[src/rtl/edge_udc_pkg.sv]
package edge_udc_pkg;

    localparam int CFG_W = 8;
    localparam int N_CAP = 2;

    typedef enum logic [1:0] {
        MODE_A    = 2'b00,
        MODE_B    = 2'b01,
        MODE_QUAD = 2'b10,
        MODE_STOP = 2'b11
    } udc_mode_e;

    typedef struct packed {
        logic [1:0]            cnt_edge;
        logic [1:0]            clr_sel;
        logic [N_CAP-1:0][1:0] cap_edge;
    } udc_cfg_t;

    // count/direction field: 00 fall, 01 rise, 11 both, 10 none
    function automatic logic cnt_edge_hit(input logic [1:0] sel, input logic lvl, input logic prev);
        logic rise;
        logic fall;
        rise = lvl & ~prev;
        fall = ~lvl & prev;
        unique case (sel)
            2'b00:   cnt_edge_hit = fall;
            2'b01:   cnt_edge_hit = rise;
            2'b11:   cnt_edge_hit = rise | fall;
            default: cnt_edge_hit = 1'b0;
        endcase
    endfunction

    // capture field: 00 none, 01 rise, 10 fall, 11 both
    function automatic logic cap_edge_hit(input logic [1:0] sel, input logic lvl, input logic prev);
        cap_edge_hit = (sel[0] & lvl & ~prev) | (sel[1] & ~lvl & prev);
    endfunction

endpackage

[src/rtl/udc_pin_sync.sv]
module udc_pin_sync #(
    parameter int N_PINS = 5,
    parameter int STAGES = 2
) (
    input  logic              clk_i,
    input  logic              rst_ni,
    input  logic [N_PINS-1:0] pin_i,
    output logic [N_PINS-1:0] lvl_o,
    output logic [N_PINS-1:0] prev_o
);
    localparam int LAST = STAGES - 1;

    typedef struct packed {
        logic [STAGES-1:0][N_PINS-1:0] pipe;
        logic [N_PINS-1:0]             prev;
    } sync_st_t;

    sync_st_t st_d, st_q;

    always_comb begin
        st_d         = st_q;
        st_d.pipe[0] = pin_i;
        for (int i = 1; i < STAGES; i++) begin
            st_d.pipe[i] = st_q.pipe[i-1];
        end
        st_d.prev = st_q.pipe[LAST];
    end

    always_ff @(posedge clk_i or negedge rst_ni) begin
        if (!rst_ni) st_q <= '0;
        else         st_q <= st_d;
    end

    assign lvl_o  = st_q.pipe[LAST];
    assign prev_o = st_q.prev;

endmodule

[src/rtl/udc_cfg_reg.sv]
module udc_cfg_reg
    import edge_udc_pkg::*;
(
    input  logic             clk_i,
    input  logic             rst_ni,
    input  logic             lock_i,
    input  logic             wr_en_i,
    input  logic [CFG_W-1:0] wr_data_i,
    input  logic [CFG_W-1:0] wr_mask_i,
    output logic [CFG_W-1:0] cfg_o,
    output logic             err_o
);
    typedef struct packed {
        logic [CFG_W-1:0] cfg;
        logic             err;
    } cfg_st_t;

    cfg_st_t st_d, st_q;

    always_comb begin
        st_d     = st_q;
        st_d.err = wr_en_i & lock_i;
        if (wr_en_i && !lock_i) begin
            st_d.cfg = (st_q.cfg & ~wr_mask_i) | (wr_data_i & wr_mask_i);
        end
    end

    always_ff @(posedge clk_i or negedge rst_ni) begin
        if (!rst_ni) st_q <= '0;
        else         st_q <= st_d;
    end

    assign cfg_o = st_q.cfg;
    assign err_o = st_q.err;

    AST_CFG_LOCKED: assert property (@(posedge clk_i) disable iff (!rst_ni)
        lock_i |=> $stable(cfg_o));
    AST_LOCK_ERR: assert property (@(posedge clk_i) disable iff (!rst_ni)
        (wr_en_i && lock_i) |=> err_o);
    AST_ERR_PULSE: assert property (@(posedge clk_i) disable iff (!rst_ni)
        !(wr_en_i && lock_i) |=> !err_o);
    AST_IDLE_NO_CHANGE: assert property (@(posedge clk_i) disable iff (!rst_ni)
        !wr_en_i |=> $stable(cfg_o));

endmodule

[src/rtl/udc_cap_chan.sv]
module udc_cap_chan
    import edge_udc_pkg::*;
(
    input  logic       clk_i,
    input  logic       rst_ni,
    input  logic       run_en_i,
    input  logic [1:0] sel_i,
    input  logic       lvl_i,
    input  logic       prev_i,
    output logic       evt_o
);
    typedef struct packed {
        logic evt;
    } cap_st_t;

    cap_st_t st_d, st_q;

    always_comb begin
        st_d     = st_q;
        st_d.evt = run_en_i & cap_edge_hit(sel_i, lvl_i, prev_i);
    end

    always_ff @(posedge clk_i or negedge rst_ni) begin
        if (!rst_ni) st_q <= '0;
        else         st_q <= st_d;
    end

    assign evt_o = st_q.evt;

    AST_CAP_GATED: assert property (@(posedge clk_i) disable iff (!rst_ni)
        !run_en_i |=> !evt_o);
    AST_CAP_QUIET: assert property (@(posedge clk_i) disable iff (!rst_ni)
        (lvl_i == prev_i) |=> !evt_o);

endmodule

[src/rtl/udc_count_core.sv]
module udc_count_core
    import edge_udc_pkg::*;
#(
    parameter int CNT_W = 16
) (
    input  logic             clk_i,
    input  logic             rst_ni,
    input  logic             run_en_i,
    input  logic [1:0]       mode_i,
    input  logic [1:0]       cnt_edge_i,
    input  logic [1:0]       clr_sel_i,
    input  logic             cnt_lvl_i,
    input  logic             cnt_prev_i,
    input  logic             dir_lvl_i,
    input  logic             dir_prev_i,
    input  logic             clr_lvl_i,
    input  logic             clr_prev_i,
    output logic [CNT_W-1:0] count_o
);
    localparam logic [CNT_W-1:0] ONE = CNT_W'(1);

    typedef struct packed {
        logic [CNT_W-1:0] cnt;
    } core_st_t;

    core_st_t  st_d, st_q;
    udc_mode_e mode;
    logic      inc, dec, clr;
    logic      up_hit, dn_hit, a_chg, b_chg, b_old;

    assign mode = udc_mode_e'(mode_i);

    always_comb begin
        inc    = 1'b0;
        dec    = 1'b0;
        clr    = 1'b0;
        up_hit = cnt_edge_hit(cnt_edge_i, cnt_lvl_i, cnt_prev_i);
        dn_hit = cnt_edge_hit(cnt_edge_i, dir_lvl_i, dir_prev_i);
        a_chg  = cnt_lvl_i ^ cnt_prev_i;
        b_chg  = dir_lvl_i ^ dir_prev_i;
        b_old  = dir_prev_i;
        unique case (mode)
            MODE_A: begin
                inc = up_hit & dir_lvl_i;
                dec = up_hit & ~dir_lvl_i;
                unique case (clr_sel_i)
                    2'b00:   clr = ~clr_lvl_i & clr_prev_i;
                    2'b01:   clr = clr_lvl_i & ~clr_prev_i;
                    2'b10:   clr = ~clr_lvl_i;
                    default: clr = clr_lvl_i;
                endcase
            end
            MODE_B: begin
                inc = up_hit & ~dn_hit;
                dec = dn_hit & ~up_hit;
            end
            MODE_QUAD: begin
                if (a_chg ^ b_chg) begin
                    inc = cnt_lvl_i ^ b_old;
                    dec = ~(cnt_lvl_i ^ b_old);
                end
            end
            default: ;
        endcase
        if (!run_en_i) begin
            inc = 1'b0;
            dec = 1'b0;
            clr = 1'b0;
        end

        st_d = st_q;
        if (clr)      st_d.cnt = '0;
        else if (inc) st_d.cnt = st_q.cnt + ONE;
        else if (dec) st_d.cnt = st_q.cnt - ONE;
    end

    always_ff @(posedge clk_i or negedge rst_ni) begin
        if (!rst_ni) st_q <= '0;
        else         st_q <= st_d;
    end

    assign count_o = st_q.cnt;

    AST_IDLE_HOLD: assert property (@(posedge clk_i) disable iff (!rst_ni)
        !run_en_i |=> $stable(count_o));
    AST_SINGLE_STEP: assert property (@(posedge clk_i) disable iff (!rst_ni)
        run_en_i |=> ((count_o == $past(count_o)) || (count_o == $past(count_o) + ONE) ||
                      (count_o == $past(count_o) - ONE) || (count_o == '0)));
    AST_LEVEL_HOLD: assert property (@(posedge clk_i) disable iff (!rst_ni)
        (run_en_i && mode_i == 2'b00 && clr_sel_i[1] && (clr_lvl_i == clr_sel_i[0]))
        |=> (count_o == '0));
    AST_STOP_HOLD: assert property (@(posedge clk_i) disable iff (!rst_ni)
        (mode_i == 2'b11) |=> $stable(count_o));

endmodule

[src/rtl/edge_udc_top.sv]
module edge_udc_top
    import edge_udc_pkg::*;
#(
    parameter int CNT_W       = 16,
    parameter int SYNC_STAGES = 2
) (
    input  logic             clk,
    input  logic             rst_n,
    input  logic             run_en,
    input  logic [1:0]       mode,
    input  logic             cfg_wr_en,
    input  logic [CFG_W-1:0] cfg_wr_data,
    input  logic [CFG_W-1:0] cfg_wr_mask,
    input  logic             pin_cnt,
    input  logic             pin_dir,
    input  logic             pin_clr,
    input  logic [N_CAP-1:0] pin_cap,
    output logic [CFG_W-1:0] cfg_q,
    output logic             cfg_err,
    output logic [CNT_W-1:0] count,
    output logic [N_CAP-1:0] cap_evt
);
    localparam int N_PINS  = 3 + N_CAP;
    localparam int IDX_CNT = 0;
    localparam int IDX_DIR = 1;
    localparam int IDX_CLR = 2;
    localparam int IDX_CAP = 3;

    logic [N_PINS-1:0] pins, lvl, prev;
    udc_cfg_t          cfg;

    assign pins = {pin_cap, pin_clr, pin_dir, pin_cnt};
    assign cfg  = udc_cfg_t'(cfg_q);

    udc_pin_sync #(.N_PINS(N_PINS), .STAGES(SYNC_STAGES)) u_sync (
        .clk_i (clk),
        .rst_ni(rst_n),
        .pin_i (pins),
        .lvl_o (lvl),
        .prev_o(prev)
    );

    udc_cfg_reg u_cfg (
        .clk_i    (clk),
        .rst_ni   (rst_n),
        .lock_i   (run_en),
        .wr_en_i  (cfg_wr_en),
        .wr_data_i(cfg_wr_data),
        .wr_mask_i(cfg_wr_mask),
        .cfg_o    (cfg_q),
        .err_o    (cfg_err)
    );

    udc_count_core #(.CNT_W(CNT_W)) u_core (
        .clk_i     (clk),
        .rst_ni    (rst_n),
        .run_en_i  (run_en),
        .mode_i    (mode),
        .cnt_edge_i(cfg.cnt_edge),
        .clr_sel_i (cfg.clr_sel),
        .cnt_lvl_i (lvl[IDX_CNT]),
        .cnt_prev_i(prev[IDX_CNT]),
        .dir_lvl_i (lvl[IDX_DIR]),
        .dir_prev_i(prev[IDX_DIR]),
        .clr_lvl_i (lvl[IDX_CLR]),
        .clr_prev_i(prev[IDX_CLR]),
        .count_o   (count)
    );

    for (genvar c = 0; c < N_CAP; c++) begin : g_cap
        udc_cap_chan u_chan (
            .clk_i   (clk),
            .rst_ni  (rst_n),
            .run_en_i(run_en),
            .sel_i   (cfg.cap_edge[c]),
            .lvl_i   (lvl[IDX_CAP+c]),
            .prev_i  (prev[IDX_CAP+c]),
            .evt_o   (cap_evt[c])
        );
    end

endmodule

[config.mk]
export PLATFORM = sky130hd
export DESIGN_NAME = edge_udc_top
export DESIGN_NICKNAME = d
export VERILOG_FILES = /design/src/rtl/edge_udc_pkg.sv /design/src/rtl/udc_pin_sync.sv /design/src/rtl/udc_cfg_reg.sv /design/src/rtl/udc_cap_chan.sv /design/src/rtl/udc_count_core.sv /design/src/rtl/edge_udc_top.sv
export SDC_FILE = /design/constraint.sdc
export NUM_CORES = 1
export LEC_CHECK = 0
export ABC_CLOCK_PERIOD_IN_PS = 3700
export BUFFER_PORTS_ARGS = -buffer_cell sky130_fd_sc_hd__buf_2
export CAP_MARGIN = 5
export CORE_AREA = 2 2 77 79
export DETAILED_ROUTE_END_ITERATION = 16
export DIE_AREA = 0 0 79 81
export GPL_ROUTABILITY_DRIVEN = 0
export PLACE_DENSITY = 0.75
export SLEW_MARGIN = 25
export SYNTH_ARGS = -nofsm -noshare
export SYNTH_HDL_FRONTEND = slang
export SYNTH_SLANG_ARGS = --single-unit
[constraint.sdc]
create_clock -name clk -period 3.7 [get_ports clk]
set_input_delay 0.37 -clock clk [delete_from_list [all_inputs] [get_ports clk]]
set_output_delay 0.37 -clock clk [all_outputs]
set_load 0.02 [all_outputs]
# ---- Yosys cells after proc, flatten, opt, wreduce, memory -nomap -nowiden
# Cells that the tools add are included.
dict set report totals {
  regBits 42
  latch_bits 0
  ram_bits 0
  romBits 0
  inputBits 27
  output_inout_bits 27
  memories 0
}
dict set report classes {
  n_addsub 2
  multipliers 0
  n_div 0
  n_lt_le_gt_ge 0
  eq_ne 6
  n_shift 0
  muxes 14
  bitwise 46
  reduce_logical 6
}
# operator n
set op_table {}
lappend op_table {{$mux W16} 3}
lappend op_table {{$and A1 B1 Y1} 21}
lappend op_table {{$add A16 B1 Y16 const B} 1}
lappend op_table {{$and A8 B8 Y8} 2}
lappend op_table {{$sub A16 B1 Y16 const B} 1}
lappend op_table {{$pmux W1 S3} 5}
lappend op_table {{$not A1 Y1} 13}
lappend op_table {{$not A8 Y8} 1}
lappend op_table {{$or A8 B8 Y8} 1}
lappend op_table {{$eq A2 B1 Y1 const B} 3}
lappend op_table {{$eq A2 B2 Y1 const B} 3}
lappend op_table {{$logic_not A2 Y1} 3}
lappend op_table {{$mux W1} 6}
lappend op_table {{$or A1 B1 Y1} 4}
lappend op_table {{$xor A1 B1 Y1} 4}
lappend op_table {{$reduce_bool A3 Y1} 1}
lappend op_table {{$logic_and A1 B1 Y1} 1}
lappend op_table {{$logic_not A1 Y1} 1}

# ---- Longest topological paths before layout
# Gate-level depths: netlist of run 1.
dict set report logic_depth {
  word_depth 11
  depth_mapped 16
  depth_no_buf 15
}

# ---- Cells and area by module
# Synthesis of run 1 repeated with hierarchy kept, for this count alone.
dict set report unflattened {
  hier_cells 226
  area_unflattened_um2 2552.4
}
# module n_inst cells_per_inst area_per_inst_um2
set modules_own_cells {}
lappend modules_own_cells {udc_count_core 1 171 1622.8}
lappend modules_own_cells {udc_cfg_reg 1 27 424.2}
lappend modules_own_cells {udc_pin_sync 1 20 412.9}
lappend modules_own_cells {udc_cap_chan 2 4 46.3}

# ---- Least setup slack after synthesis of run 1
# OpenSTA, ideal clock, no wires.
dict set report synth_path {
  kind {register to register}
  start {register u_sync.st_q (netlist bit u_sync.lvl_o[0])}
  end {register u_core.st_q (netlist bit u_core.count_o[15])}
  setup_ns 0.078
  t_arrival_ns 3.498
  path_slack_ns 0.124
  stages_incl_launch_ff 16
  period_less_slack_ns 3.576
  path_cell_list {dfrtp_1 ha_1 and2b_1 o21ai_1 nand2_1 a32oi_1 or2b_1 ha_1 clkbuf_1 a21oi_1 o211ai_1 a31oi_1 a21oi_1 o21a_1 or3_1 a21oi_1}
}
dict set report synth_between {
  elab_chain_cells 9
  word_cells_on_any_way 23
}
# item line_no
set synth_rtl {}
lappend synth_rtl {{start: declaration} udc_pin_sync.sv:18} ;# sync_st_t st_d, st_q;
lappend synth_rtl {{start signal: assignment} udc_pin_sync.sv:31} ;# else st_q <= st_d;
lappend synth_rtl {{$not A1 Y1} edge_udc_pkg.sv:24} ;# fall = ~lvl & prev;
lappend synth_rtl {{$and A1 B1 Y1} edge_udc_pkg.sv:24}
lappend synth_rtl {{$or A1 B1 Y1} edge_udc_pkg.sv:28} ;# 2'b11: cnt_edge_hit = rise | fall;
lappend synth_rtl {{$pmux W1 S3} edge_udc_pkg.sv:25} ;# unique case (sel)
lappend synth_rtl {{$and A1 B1 Y1 (tied with other cells)} udc_count_core.sv:54} ;# inc = up_hit & ~dn_hit;
lappend synth_rtl {{$pmux W1 S3 or $and A1 B1 Y1 (tied branches)} {udc_count_core.sv:42, udc_count_core.sv:55}}
lappend synth_rtl {{$mux W1 or $pmux W1 S3 (tied branches)} {udc_count_core.sv:65, udc_count_core.sv:42}}
lappend synth_rtl {{$mux W16 or $mux W1 (tied branches)} {udc_count_core.sv:73, udc_count_core.sv:65}}
lappend synth_rtl {{$mux W16 or $reduce_bool A3 Y1 (tied branches)} -}
lappend synth_rtl {{end signal: assignment} udc_count_core.sv:79} ;# else st_q <= st_d;
lappend synth_rtl {{end: declaration} udc_count_core.sv:26} ;# core_st_t st_d, st_q;
# Parallel ways exist; a longest one is shown, timed or not.
# A chain may end at the register's enable or synchronous reset.

# ---- Final worst setup path of run 1
# Same ends and word-level chain as after synthesis.

==> results.md, run 1 <==
- Status: complete, no violations
- Hold buffer count at cts: 0
- Leak: 0.00137 µW
- Post-layout instance area: 2920 µm²
- Vias: 1873
- Clock Sink Count: 42
- Compound-Gate Fraction of Synth Area: 12.7%
- Initial antenna violation count: 0
- CTS max path bufs: 2
- Core area: 5680 µm²
- Net Sw Frac: 42.6%
- ANT nets after route: 0
- Int Pwr: 1350 µW
- Die width: 79 µm
- Leading area contributor after synthesis: dfrtp_1
- Avg Synthesized Cell Area: 10.4 µm²
- Layout cells sized above 1: 29.4%
- Final min period: 3.51 ns
- Number of distinct library cells after synthesis: 41
- Mux contribution to synthesized area: 8.67%
- Reg-to-reg setup timing slack: 0.19 ns
- Endpoints failing hold: 0
- Final setup TNS: 0 ns
- Multi-input logic area: 1310 µm²
- Die area: 6400 µm²
- WL/cell: 13.8 µm
- Worst path cell trace: ha_1 -> and2b_1 -> o21ai_1 -> nand2_1 -> a32oi_2 -> or2b_1 -> buf_6 -> buf_4 -> ha_1 -> a21oi_1 -> nor2b_1 -> nor3_1 -> a21oi_1 -> o21a_1 -> or3_1 -> a21oi_1
- Post-DP HPWL: 3700 µm
- Required @ worst endpoint: 3.93 ns
- GR Layer Usage met2: 29.8%
- Starting Density: 42.7%
- Yosys top cell area share: 43.3%
- Pwr Total: 2350 µW
- # fillers: 537
- Sequential area share after synthesis: 43.3%
- Area Growth Syn to Fin: 20.4%
- Fin nets: 340
- Share of power burned in the clock network: 15.4%
- Setup CP Type: flip-flop to flip-flop
- Max-cap viol count: 0
- Synthesized cell area: 2420 µm²
- Relative slew slack: 60.5%
- YS warnings: 0
- Syn Nets: 281
- Row Count: 28
- DR vias/cell: 5.09
- Worst setup SP type: flip-flop
- Vias in the first global route: 1971
- Combinational family with the most area after synthesis: simple AND/OR/NAND/NOR gates
- Drt total wl: 5080 µm
- Largest net degree at the start of global routing: 43
- Grt total ovfl: 0
- Synthesis-stage register bit count: 42
- CP Capture Type: flip-flop
- CTS buffer count: 5
- Initial DRC Count: 67
- H-Tree Depth: 2
- Post-synth EDFFs: 0
- Max-slew violations: 0
- Actual slew at the worst max-slew pin: 0.593 ns
- GR Layer Usage met3: 4.33%
- IO Pins: 54
- Die height: 81 µm
- Power per cell area: 807 nW/µm²
- Endpoints failing setup: 0
- DRC violations left: 0
- Ant. Diodes: 0
- Clk slew on worst S/H paths: 0.08 ns
- TritonRoute pass-1 iters: 4
- CTS tree: done
- Synth area leaders: dfrtp_1 43%, ha_1 10%, mux2i_1 5.0%
- Most common cell in the synthesized netlist: dfrtp_1
- CP max stage delay: 0.43 ns
- Cells after synthesis: 233
- Clock root cell: clkbuf_8
- Reg2Reg Capture Point: u_core.count_o[15]
- VDD IR-drop max: 0.000307 V
- First-pass GRT wire length: 8520 µm
- Async SR Flop Fraction: 100%
- Synth Flop Type: dfrtp_1
- CP Max Fanout: 14
- Worst Path Arrival: 3.74 ns
- Tot GR Track Use: 16.9%
- Register area: 1050 µm²
- R2R Path Start: u_sync.lvl_o[0]
- Area share of fa/ha/maj cells after synthesis: 11.1%
- Area post-placement: 2760 µm²
- Sequential power share: 29.1%
- M1 GR Usage: 19.7%
- Worst hold path class: input pin to async pin
- Synth cell count leaders: 42 x dfrtp_1, 20 x ha_1, 19 x nor2_1, 18 x a21oi_1, 18 x nand2_1
- Crit share post-route: 94.9%
- NetSw: 1000 µW
- Xor and xnor area share after synthesis: 6.50%
- Synth Area in Simple Gates: 13.3%
- R2r worst-path depth: 16
- Critical-path top delay cell: dfrtp_1
- Most frequent CP cell: a21oi_1
- PortBufs: 53
- Comb pwr share: 55.4%
- Global route hottest layer: met2
- Skew-Pair Late Insertion Delay: 0.30 ns
- Final Skew: 0.00366 ns
- Fmax: 0.285 GHz
## how the worst max path moves through the flow
stage,endpoint,start,cells past startpoint
detailed placement,u_core.count_o[14],u_sync.lvl_o[0],14
global route,u_core.count_o[15],u_sync.lvl_o[0],15
floorplan,u_core.count_o[15],u_sync.lvl_o[0],15
CTS,u_core.count_o[14],u_sync.lvl_o[0],14
finish,u_core.count_o[15],u_sync.lvl_o[0],16
global placement,u_core.count_o[15],u_sync.lvl_o[0],16
## critical path: cells and delay by family (launching register included)
kind / cells / cell delay (ns)
compound gates: 6 / 1.04
buf+inv: 2 / 0.32
flops: 1 / 0.43
simple gates: 6 / 1.02
fa+ha+maj: 2 / 0.61
## cells in the final DEF, fill, tap and decap left out, types with 2 or more instances in the layout
| cell | count |
|---|---|
| or2b_1 | 2 |
| ha_1 | 18 |
| o21ai_0 | 9 |
| buf_4 | 6 |
| clkbuf_8 | 5 |
| inv_1 | 10 |
| nand3_1 | 4 |
| a31oi_1 | 4 |
| xor2_1 | 9 |
| and2_1 | 2 |
| nor3_1 | 3 |
| a21oi_1 | 16 |
| nor2_2 | 3 |
| and2b_1 | 2 |
| nand3b_1 | 4 |
| o211ai_1 | 2 |
| nor2_1 | 19 |
| nand2_1 | 18 |
| nand2b_1 | 2 |
| mux2_2 | 8 |
| mux2i_1 | 12 |
| buf_2 | 52 |
| a21oi_2 | 2 |
| a21o_1 | 2 |
| nor2b_1 | 2 |
| xnor2_1 | 9 |
| o21a_1 | 2 |
| dfrtp_1 | 42 |
| a211oi_1 | 5 |
## per-layer routing
metal  share of wire, %  wire [µm]
met1                 45       2270
met2                 51       2600
met3                3.2        164
met4               0.79         40
met5                  0          0
## area by class of cell
cell class | instances | share of cell area [%]
Clock buffer | 6 | 2.49
Clock inverter | 2 | 1.29
Inverter | 10 | 1.29
Timing Repair Buffer | 59 | 10.8
Sequential cell | 42 | 36.0
Tap cell | 75 | 3.21
Multi-Input combinational cell | 174 | 44.9
## cell families (layout without fill, tap and decap cells)
group                    after synthesis  after routing
AND/OR/NAND/NOR                       66             66
AO/OA/AOI/OAI                         49             49
flip-flops                            42             42
adder cells (fa/ha/maj)               21             21
multiplexers                          20             20
XOR/XNOR                              18             18
buffers and inverters                 17             77
## per-stage QoR
| step | setup slack (ns) | cells | util (%) | hold slack (ns) |
|---|---|---|---|---|
| 3_5_place_dp | 0.0962 | 359 | 48.6 | 0.336 |
| 4_1_cts | 0.0386 | 367 | 50.6 | 0.163 |
| 5_1_grt | -0.0341 | 368 | 51.4 | 0.0846 |
| 3_3_place_gp | 0.245 | 359 | 48.6 | 0.334 |
| 6_report | 0.187 | 368 | 51.4 | 0.0424 |
| 2_1_floorplan | 0.124 | 233 | - | 0.0744 |
## power groups by stage
| stage | logic [µW] | clock network, µW | registers [µW] |
|---|---|---|---|
| 2_1_floorplan | 836 | 0 | 796 |
| 3_3_place_gp | 1230 | 0 | 690 |
| 3_5_place_dp | 1240 | 0 | 693 |
| 4_1_cts | 1260 | 376 | 684 |
| 5_1_grt | 1470 | 394 | 705 |
| 6_report | 1310 | 364 | 686 |
## repair_timing
| action | CTS | global route |
|---|---|---|
| gates resized for setup | 0 | 8 |
| endpoints found under the setup margin | 0 | 4 |
| buffers inserted | 0 | 1 |
Power figures use the tool's default switching activity.
==> run 2, diff against run 1 <==
--- a/config.mk
+++ b/config.mk
@@ -5,14 +5,15 @@
 export SDC_FILE = /design/constraint.sdc
 export NUM_CORES = 1
 export LEC_CHECK = 0
+export ABC_AREA = 1
 export ABC_CLOCK_PERIOD_IN_PS = 3700
 export BUFFER_PORTS_ARGS = -buffer_cell sky130_fd_sc_hd__buf_2
 export CAP_MARGIN = 5
-export CORE_AREA = 2 2 77 79
+export CORE_AREA = 2 2 78 80
 export DETAILED_ROUTE_END_ITERATION = 16
-export DIE_AREA = 0 0 79 81
+export DIE_AREA = 0 0 80 82
 export GPL_ROUTABILITY_DRIVEN = 0
-export PLACE_DENSITY = 0.75
+export PLACE_DENSITY = 0.76
 export SLEW_MARGIN = 25
 export SYNTH_ARGS = -nofsm -noshare
 export SYNTH_HDL_FRONTEND = slang
==> run 2 against run 1 <==
Net effect: power down 3.7%; register-to-register slack gained 0.63 ns; clock skew increased by 0.0023 ns; cell count rose by 15%; die area up 2.5%; worst setup slack better by 0.63 ns; fmax rose by 22%; via count increased by 12%; combinational power about the same; hold slack improved by 0.13 ns; critical path type unchanged.
==> results.md, run 2 <==
- Status: complete, no violations
- Synthesis-stage register bit count: 42 (unchanged)
- Clock root cell: clkbuf_8
- Clock Sink Count: 42 (unchanged)
- Async SR Flop Fraction: 100% (unchanged)
- Worst hold start: pin_dir
- Clk slew on worst S/H paths: 0.09 ns (about the same)
- Skew-Pair Late Insertion Delay: 0.30 ns (about the same)
- First-pass GRT wire length: 8580 µm (+0.65%)
- Relative slew slack: 47.4% (-13 points)
- CTS buffer count: 5 (unchanged)
- Area Growth Syn to Fin: 16.7%
- Synth Flop Type: dfrtp_1
- Non-Filler Instances: 422 (+15%)
- Number of instances in the placed design: 412 (+15%)
- Worst setup SP type: flip-flop
- IO Pins: 54 (unchanged)
- Vias in the first global route: 2004 (+1.7%)
- Critical path's top delay family: simple AND/OR/NAND/NOR gates
- Most common cell in the synthesized netlist: nand2_1
- Largest net degree at the start of global routing: 43 (unchanged)
- WL/cell: 12.2 µm (-11%)
- Die height: 82 µm (+1.2%)
- TritonRoute pass-1 iters: 4 (unchanged)
- Sequential area share after synthesis: 41.6% (-1.7 points)
- Most frequent cells in the layout: 77 x nand2_1, 53 x buf_2, 42 x dfrtp_1, 25 x inv_1, 23 x a21oi_1
- DRC violations left: 0 (unchanged)
- Tot GR Track Use: 16.5% (-0.44 points)
- Synthesized cell area: 2520 µm² (+4.1%)
- Critical-path top delay cell: ha_1
- Number of distinct library cells after synthesis: 27 (-34%)
- R2R Path Start: u_sync.prev_o[1]
- Area post-placement: 2820 µm² (+2.2%)
- Max-slew violations: 0 (unchanged)
- Unrepaired setup endpoints after global routing: false
- Crit share post-route: 77.9% (-17 points)
- CP max stage delay: 0.40 ns (-0.03 ns)
- Hold buffer count at cts: 0 (unchanged)
- Actual slew at the worst max-slew pin: 0.789 ns (+0.196 ns)
- Buf/Inv on CP: 1 (-1)
- Post-CTS Resized: 0 (unchanged)
- Core area: 5750 µm² (+1.2%)
- Starting Density: 43.9% (+1.2 points)
- Leading area contributor after synthesis: dfrtp_1
- Max-cap viol count: 0 (unchanged)
- Yosys top cell area share: 41.6% (-1.7 points)
- Drt total wl: 5150 µm (+1.5%)
- Syn Nets: 337 (+20%)
- Worst path cell trace: inv_1 -> ha_1 -> xor2_1 -> nand4_1 -> nand2_4 -> nand2_4 -> ha_1 -> a21oi_1 -> nor2_1 -> nor2_1 -> nand2_1 -> a21oi_1 -> nand3_1 -> nand3_1 -> nand2_1
- CP Max Fanout: 21 (+7)
- Most common cell after layout, fill and taps aside: nand2_1
- Grt total ovfl: 0 (unchanged)
- Initial DRC Count: 100 (+49%)
- Die area: 6560 µm² (+2.5%)
- ANT nets after route: 0 (unchanged)
- Vias: 2096 (+12%)
- Initial antenna violation count: 0 (unchanged)
- Row Count: 28 (unchanged)
- Leak: 0.00154 µW (+12%)
- Endpoints failing hold: 0 (unchanged)
- Final min period: 2.88 ns (-0.630 ns)
- Synth cell count leaders: 77 x nand2_1, 42 x dfrtp_1, 25 x inv_1, 23 x a21oi_1, 22 x nand3_1
- Final setup TNS: 0 ns (unchanged)
- CTS max path bufs: 2 (unchanged)
- YS warnings: 0 (unchanged)
- Synth area leaders: dfrtp_1 42%, nand2_1 11%, ha_1 9.9%
- CTS tree: done
- Die width: 80 µm (+1.3%)
- Power per cell area: 770 nW/µm² (-4.5%)
- PortBufs: 53 (unchanged)
- CP Capture Type: flip-flop
- VDD IR-drop max: 0.000290 V (-5.7%)
- Ant. Diodes: 0 (unchanged)
- CP startpoint: u_sync.prev_o[1]
- Number of post-CTS setup repair buffers: 0 (unchanged)
- Endpoints failing setup: 0 (unchanged)
- Layout cells sized above 1: 24.5% (-4.9 points)
- Final Skew: 0.00593 ns (+0.00227 ns)
- Avg Synthesized Cell Area: 8.73 µm² (-16%)
- Setup CP Type: flip-flop to flip-flop
- H-Tree Depth: 2 (unchanged)
- Required @ worst endpoint: 3.90 ns (-0.03 ns)
- Worst hold path class: input pin to flip-flop
- DR vias/cell: 4.97 (-2.4%)
- Cells after synthesis: 289 (+24%)
- Post-layout instance area: 2950 µm² (+0.90%)
- Fmax: 0.347 GHz (+22%)
- Post-synth EDFFs: 0 (unchanged)
- Fin nets: 394 (+16%)
- Post-DP HPWL: 3970 µm (+7.3%)
- Worst Path Arrival: 3.08 ns (-0.66 ns)
## run 2: cell types whose count changed in the layout (fill, tap and decap cells not counted), sizes merged, moves of 4 or more
cell / delta
o21ai: +10
a31oi: -4
nand3: +20
xor2: -6
buf: -5
a21oi: +5
nand2: +63
mux2i: -12
inv: +16
a211oi: -4
## run 2: where the power goes
group          total, µW  leakage (µW)  internal [µW]  switching (µW)
combinational       1310      0.000982            508             798
clock                311     0.0000447            136             174
sequential           652      0.000509            560            91.8
## run 2: routing by layer
metal | vias up | wire (µm) | global-route usage (%)
met1 | 979 | 2240 | 19.5
met5 | - | 0 | 0
met3 | 6 | 211 | 3.41
met2 | 38 | 2620 | 29.9
met4 | 0 | 86 | 5.59
li1 | 1073 | - | -
## run 2: final timing paths
kind	end	slack, ns	cells past startpoint
worst max-delay path	u_core.count_o[15]	0.82	15
worst min-delay path	u_sync.st_d[11]	0.17	1
worst max register to register	u_core.count_o[15]	0.82	15
worst min register to register	u_sync.lvl_o[2]	0.36	0
max in group asynchronous	u_sync.prev_o[0]	2.71	3
min in group asynchronous	u_core.count_o[3]	0.52	2
## run 2: cell families (layout without fill, tap and decap cells)
logic type               count (synthesis)  count (layout)  synth area share (%)
XOR/XNOR                                14              14                  4.86
AO/OA/AOI/OAI                           48              48                  11.7
flip-flops                              42              42                  41.6
multiplexers                             5               5                  2.23
buffers and inverters                   30              88                  6.15
adder cells (fa/ha/maj)                 21              21                  10.7
AND/OR/NAND/NOR                        129             129                  22.8
## run 2: final cells by class
class / instances / area (µm²)
Fill cell: 551 / 2800
Multi-Input combinational cell: 217 / 1320
Sequential cell: 42 / 1050
Timing Repair Buffer: 55 / 295
Inverter: 25 / 93.8
Tap cell: 75 / 93.8
Clock buffer: 5 / 68.8
Clock inverter: 3 / 25.0
## run 2: stage by stage
step                      utilization, %  hold WS [ns]  power (µW)  setup WS (ns)
final                               51.3         0.170        2270          0.817
after global routing                51.3         0.155        2470          0.518
after CTS                           50.7         0.164        2280          0.815
after detailed placement            49.1         0.338        1960          0.854
after global placement              49.1         0.333        1930          0.922
after floorplan                        -        0.0744        1660           1.18
